==> src/rtl/mag_cmp_slice.sv <==
module mag_cmp_slice #(
  parameter int SW = 4
) (
  input  logic [SW-1:0] a_i,
  input  logic [SW-1:0] b_i,
  input  logic          casc_gt_i,
  input  logic          casc_lt_i,
  input  logic          casc_eq_i,
  output logic          gt_o,
  output logic          lt_o,
  output logic          eq_o
);
  logic hi_gt, hi_lt, tie;

  always_comb begin
    hi_gt = 1'b0;
    hi_lt = 1'b0;
    for (int i = SW - 1; i >= 0; i--) begin
      if (!hi_gt && !hi_lt) begin
        hi_gt = a_i[i] & ~b_i[i];
        hi_lt = ~a_i[i] & b_i[i];
      end
    end
  end

  assign tie  = ~(hi_gt | hi_lt);
  assign gt_o = hi_gt | (tie & ~casc_lt_i & ~casc_eq_i);
  assign lt_o = hi_lt | (tie & ~casc_gt_i & ~casc_eq_i);
  assign eq_o = tie & casc_eq_i;

  always_comb begin
    if (a_i > b_i) AST_WORD_GT: assert ({gt_o, lt_o, eq_o} == 3'b100);
    if (a_i < b_i) AST_WORD_LT: assert ({gt_o, lt_o, eq_o} == 3'b010);
    if (eq_o) AST_EQ_NEEDS_TIE: assert (a_i == b_i);
    if (a_i == b_i && casc_eq_i) AST_TIE_EQ: assert ({gt_o, lt_o} == 2'b00);
    if (a_i == b_i && {casc_gt_i, casc_lt_i, casc_eq_i} == 3'b110)
      AST_TIE_BOTH: assert ({gt_o, lt_o, eq_o} == 3'b000);
    if (a_i == b_i && {casc_gt_i, casc_lt_i, casc_eq_i} == 3'b000)
      AST_TIE_NONE: assert ({gt_o, lt_o, eq_o} == 3'b110);
    if ($onehot({casc_gt_i, casc_lt_i, casc_eq_i}))
      AST_ONEHOT_OUT: assert ($onehot({gt_o, lt_o, eq_o}));
  end
endmodule

==> src/rtl/mag_cmp_chain.sv <==
module mag_cmp_chain #(
  parameter int WIDTH = 12,
  parameter int SW    = 4
) (
  input  logic [WIDTH-1:0] a_i,
  input  logic [WIDTH-1:0] b_i,
  output logic             gt_o,
  output logic             lt_o,
  output logic             eq_o
);
  localparam int NS = WIDTH / SW;

  logic [NS:0] c_gt, c_lt, c_eq;

  assign c_gt[0] = 1'b0;
  assign c_lt[0] = 1'b0;
  assign c_eq[0] = 1'b1;

  for (genvar k = 0; k < NS; k++) begin : g_slice
    mag_cmp_slice #(.SW(SW)) u_slice (
      .a_i      (a_i[k*SW +: SW]),
      .b_i      (b_i[k*SW +: SW]),
      .casc_gt_i(c_gt[k]),
      .casc_lt_i(c_lt[k]),
      .casc_eq_i(c_eq[k]),
      .gt_o     (c_gt[k+1]),
      .lt_o     (c_lt[k+1]),
      .eq_o     (c_eq[k+1])
    );
  end

  assign gt_o = c_gt[NS];
  assign lt_o = c_lt[NS];
  assign eq_o = c_eq[NS];

  initial AST_WIDTH_MULT: assert (WIDTH % SW == 0 && WIDTH >= SW);

  always_comb begin
    AST_WIDE_MATCH: assert ({gt_o, lt_o, eq_o} == {a_i > b_i, a_i < b_i, a_i == b_i});
  end
endmodule

==> config.mk <==
export PLATFORM = sky130hd
export DESIGN_NAME = mag_cmp_chain
export DESIGN_NICKNAME = d
export VERILOG_FILES = /design/src/rtl/mag_cmp_slice.sv /design/src/rtl/mag_cmp_chain.sv
export SDC_FILE = /design/constraint.sdc
export NUM_CORES = 1
export LEC_CHECK = 0
export BUFFER_PORTS_ARGS = -buffer_cell sky130_fd_sc_hd__buf_2
export CORE_AREA = 2 2 39 41
export DETAILED_ROUTE_END_ITERATION = 6
export DIE_AREA = 0 0 41 43
export GPL_ROUTABILITY_DRIVEN = 0
export PLACE_DENSITY = 0.69
export REMOVE_ABC_BUFFERS = 1
export SYNTH_ARGS = -nofsm -noshare
export SYNTH_HDL_FRONTEND = slang
export SYNTH_SLANG_ARGS = --single-unit
==> constraint.sdc <==
create_clock -name vclk -period 2.58
set_clock_uncertainty 0.15 [all_clocks]
set_input_delay 0 -clock vclk [all_inputs]
set_output_delay 0 -clock vclk [all_outputs]
set_load 0.01 [all_outputs]
# Yosys cells after proc, flatten, opt, wreduce, memory -nomap -nowiden
# Cells that the tools add are included.
word_totals:
  reg_bits: 0
  latchBits: 0
  ram_bits: 0
  mem_bits_ro: 0
  input_bits: 24
  mem_count: 0
op_classes:
  add_sub_neg: 0
  multipliers: 0
  div_mod_pow: 0
  order_cmp: 0
  n_eq_ne: 0
  shift: 0
  muxes: 18
  n_bitwise: 73
  reduce_logical: 27
op_table:
  columns: ["operator", "count"]
  rows:
  - ["AND 1 bit", 34]
  - ["NOT 1 bit", 32]
  - ["logical NOT 1 bit", 18]
  - ["two-way mux 1 bit", 18]
  - ["logical AND 1 bit", 9]
  - ["OR 1 bit", 7]

# Depth between registers and ports, before layout
depth:
  depth_word: 20
  depth_mapped: 7
  ltp_nobuf: 7

# By module
# A second synthesis with hierarchy kept.
hier_totals:
  hier_cells: 98
  area_unflattened_um2: 686.9
modules_own_cells:
  columns: ["module", "n_inst", "cells_each", "area_each_um2", "seq_area_each_um2"]
  rows:
  - ["mag_cmp_slice", 3, 32, 226.5, 0.0]
  - ["mag_cmp_chain", 1, 2, 7.5, 0.0]

# Least setup slack after synthesis
# Ideal clock, no wire load.
synth_path:
  path_type: "input port to output port"
  startpoint: "input port a_i[7]"
  endpoint: "output port gt_o"
  arrival_ps: 1222
  t_required_ps: 2430
  slack_ps: 1208
  stages: 6
  n_path_buf: 0
  cell_sequence: "inv_1 > ha_1 > o21ai_0 > o21ai_1 > nand2b_1 > o31ai_1"
synth_between:
  elab_chain_cells: 20
  word_cells_on_any_way: 29
  cone_classes: "6 x mux; 14 x bitwise; 9 x reduce/logical"
synth_rtl:
  columns: ["item", "line", "text"]
  rows:
  - ["from (decl)", "mag_cmp_chain.sv:5", "input logic [WIDTH-1:0] a_i,"]
  - ["NOT 1 bit", "mag_cmp_slice.sv:21", "hi_lt = ~a_i[i] & b_i[i];"]
  - ["AND 1 bit", "mag_cmp_slice.sv:21", null]
  - ["logical NOT 1 bit", "mag_cmp_slice.sv:19", "if (!hi_gt && !hi_lt) begin"]
  - ["logical AND 1 bit", "mag_cmp_slice.sv:19", null]
  - ["two-way mux 1 bit", "mag_cmp_slice.sv:19", null]
  - ["logical NOT 1 bit", "mag_cmp_slice.sv:19", null]
  - ["logical AND 1 bit", "mag_cmp_slice.sv:19", null]
  - ["two-way mux 1 bit", "mag_cmp_slice.sv:19", null]
  - ["(+3 left out)", null, null]
  - ["OR 1 bit", "mag_cmp_slice.sv:26", "assign tie = ~(hi_gt | hi_lt);"]
  - ["NOT 1 bit", "mag_cmp_slice.sv:26", null]
  - ["AND 1 bit (2 in series)", "mag_cmp_slice.sv:28", "assign lt_o = hi_lt | (tie & ~casc_gt_i & ~casc_eq_i);"]
  - ["OR 1 bit", "mag_cmp_slice.sv:28", null]
  - ["NOT 1 bit", "mag_cmp_slice.sv:27", "assign gt_o = hi_gt | (tie & ~casc_lt_i & ~casc_eq_i);"]
  - ["AND 1 bit", "mag_cmp_slice.sv:27", null]
  - ["AND 1 bit *", "mag_cmp_slice.sv:27", null]
  - ["OR 1 bit *", "mag_cmp_slice.sv:27", null]
  - ["to (decl)", "mag_cmp_chain.sv:7", "output logic gt_o,"]
# Every way passes the cells marked *; elsewhere a longest branch is shown, timed or not.

# Worst setup path after layout
layout_path:
  startpoint: "input port a_i[7]"
  endpoint: "output port eq_o"
layout_between:
  elab_chain_cells: 15
  word_cells_on_any_way: 22
  cone_classes: "6 x mux; 7 x bitwise; 9 x reduce/logical"
layout_rtl:
  columns: ["item", "line", "text"]
  rows:
  - ["NOT 1 bit", "mag_cmp_slice.sv:21", null]
  - ["AND 1 bit", "mag_cmp_slice.sv:21", null]
  - ["logical NOT 1 bit", "mag_cmp_slice.sv:19", null]
  - ["logical AND 1 bit", "mag_cmp_slice.sv:19", null]
  - ["two-way mux 1 bit", "mag_cmp_slice.sv:19", null]
  - ["logical NOT 1 bit", "mag_cmp_slice.sv:19", null]
  - ["logical AND 1 bit", "mag_cmp_slice.sv:19", null]
  - ["two-way mux 1 bit", "mag_cmp_slice.sv:19", null]
  - ["logical NOT 1 bit", "mag_cmp_slice.sv:19", null]
  - ["logical AND 1 bit", "mag_cmp_slice.sv:19", null]
  - ["two-way mux 1 bit", "mag_cmp_slice.sv:19", null]
  - ["OR 1 bit *", "mag_cmp_slice.sv:26", null]
  - ["NOT 1 bit *", "mag_cmp_slice.sv:26", null]
  - ["AND 1 bit * (2 in series)", "mag_cmp_slice.sv:29", "assign eq_o = tie & casc_eq_i;"]
  - ["to (decl)", "mag_cmp_chain.sv:9", "output logic eq_o"]
# Marked as above.

==> results_dict.tcl <==
set metrics [dict create \
    cp_top_family "simple AND/OR/NAND/NOR gates" \
    num_rows 14 \
    p_int_mw 0.05115 \
    cts_setup_buffers 0 \
    portBuffers 27 \
    finalMaxSlewViolations 0 \
    arrival_ns 1.44 \
    antennaDiodeCount 0 \
    holdPathEnd "gt_o" \
    seq_cell_count 0 \
    maxCapViolCount 0 \
    hold_start "a_i[10]" \
    period_minus_slack_ns 1.593 \
    vias 487 \
    grt_max_degree 5 \
    hold_buffers 0 \
    drt-initial-drc-count 2 \
    nets 119 \
    grt_pass1_wl_um 1311 \
    setup_violations 0 \
    irDropWorstVdd_mv 0.06498 \
    synth_warnings 0 \
    drt_pass1_iterations 2 \
    clkPwrFrac 0 \
    cellPowerDensity_mw_per_mm2 173.9 \
    slowest_stage "ha_1" \
    hp-class "in2out" \
    slowest_delay_ns 0.32 \
    wire_per_inst_um 8.301 \
    syn_to_final_growth_pct 36.69 \
    clock_buffers 0 \
    overflow 0 \
    ys_seq_area_frac 0 \
    timing.critical_path.buf_inv 3 \
    swShare 0.4911 \
    netlist_instances 60 \
    ant_nets 0 \
    synth_area_per_cell_um2 7.048 \
    grt_pass1_vias 414 \
    multi_input_area_um2 374.1 \
    fin_crit_sh 0.6176 \
    power_switching_mw 0.04937 \
    startpoint_type "primary input" \
    status "finished, final reports clean" \
    netlist.area_leader.share 0.1775 \
    worstHoldPathCells 6 \
    die-area_mm2 0.001763 \
    regArea_um2 0 \
    utilization 0.4177 \
    synth_area_leaders "ha_1 (18%), maj3_2 (13%), inv_1 (12%)" \
    start_util 0.3056 \
    setup_tns_ns 0 \
    tightest_slew_ns 0.2347 \
    core-area_mm2 0.001384 \
    drc 0 \
    ios 27 \
    slew_headroom 0.8419 \
    critical_path_required_ns 2.43 \
    antenna_found_initial 0 \
    cts.repair.resized 0 \
    drive_gt1_frac 0.4023 \
    path_class "in2out" \
    cp_cell_sequence "buf_2 -> inv_1 -> ha_1 -> o21ai_0 -> o21ai_1 -> nand2b_1 -> nor4b_2 -> buf_2" \
    synth.cells.most_frequent "inv_1 (13), ha_1 (6), nor2b_1 (6)" \
    synth_most_common_cell "inv_1" \
    hold_viol_final 0 \
    p_comb_frac 1.000 \
    synth_top_area_cell "ha_1" \
    chipWidth_um 41 \
    yosysUniqueCellTypes 21 \
    via_per_inst 4.728 \
    total_leakage_power_nw 0.3106 \
    seqPwrFrac 0 \
    netlist_area_um2 422.9 \
    rsz0062_at_grt "no" \
    cpMostUsedCell "buf_2" \
    fillers 151 \
    grt_usage 0.09690 \
    dp_hpwl_um 820.4 \
    die_h_um 43 \
    max_freq_mhz 627.6 \
    crit_fanout 3 \
    drt-total-wl_um 855 \
    cp-end-kind "primary output" \
]
## power by group through the flow
| stage | registers, mW | clock network, mW | logic [mW] |
|---|---|---|---|
| 2_1_floorplan | 0 | 0 | 0.0648 |
| 3_3_place_gp | 0 | 0 | 0.0981 |
| 3_5_place_dp | 0 | 0 | 0.101 |
| 4_1_cts | 0 | 0 | 0.102 |
| 5_1_grt | 0 | 0 | 0.112 |
| 6_report | 0 | 0 | 0.101 |
## per-layer routing
metal / up-vias / track usage / wire length (um)
li1: 259 / - / -
met1: 211 / 0.1013 / 352
met2: 17 / 0.2000 / 424
met3: 0 / 0.005236 / 79
met4: 0 / 0 / 0
met5: - / 0 / 0
## worst max path at each step
| stage | from | endpoint | slack (ns) | cells past startpoint |
|---|---|---|---|---|
| floorplan | a_i[7] | gt_o | 1.21 | 6 |
| global placement | a_i[7] | eq_o | 1.04 | 8 |
| detailed placement | a_i[7] | eq_o | 0.96 | 8 |
| finish | a_i[7] | eq_o | 0.99 | 8 |
| CTS | a_i[7] | eq_o | 0.96 | 8 |
| global route | a_i[7] | eq_o | 0.83 | 8 |
## cell usage in the layout, fill, tap and decap left out
master	n
maj3_2	5
maj3_1	1
nand3b_1	2
nor2b_1	6
inv_1	13
o31ai_1	2
nor2_1	1
and2_1	1
o21ai_1	1
nand2_1	1
and3_2	1
ha_1	6
o211ai_1	1
buf_2	27
nor4b_2	1
a211oi_2	1
o21a_1	1
nand2b_1	5
mux2i_1	2
o21ai_0	4
nor3_1	1
a21oi_1	4
## metrics by stage
step	hold slack [ns]	std cells	instance area [um^2]	power, mW	worst slack, ns
after global placement	0.3556	103	578.1	0.09811	1.041
after floorplan	0.1505	60	422.9	0.06475	1.208
after global routing	0.4168	103	578.1	0.1123	0.8266
after detailed placement	0.3779	103	578.1	0.1013	0.9604
after CTS	0.3792	103	578.1	0.1016	0.9642
final	0.3743	103	578.1	0.1005	0.9866
## cells by family (layout without fill, tap and decap cells)
group | count (synthesis) | after routing | share of synthesized area
buffers and inverters | 13 | 40 | 0.1154
AOI/OAI and AO/OA | 14 | 14 | 0.2071
adders and majority gates | 12 | 12 | 0.3343
muxes | 2 | 2 | 0.04734
and+or+nand+nor | 19 | 19 | 0.2958
## layout make-up
class,instances,area share
inverter,13,0.08442
timing repair buffer,27,0.2338
multi-input combinational,47,0.6472
tap,16,0.03463
(Power assumes the default switching activity.)
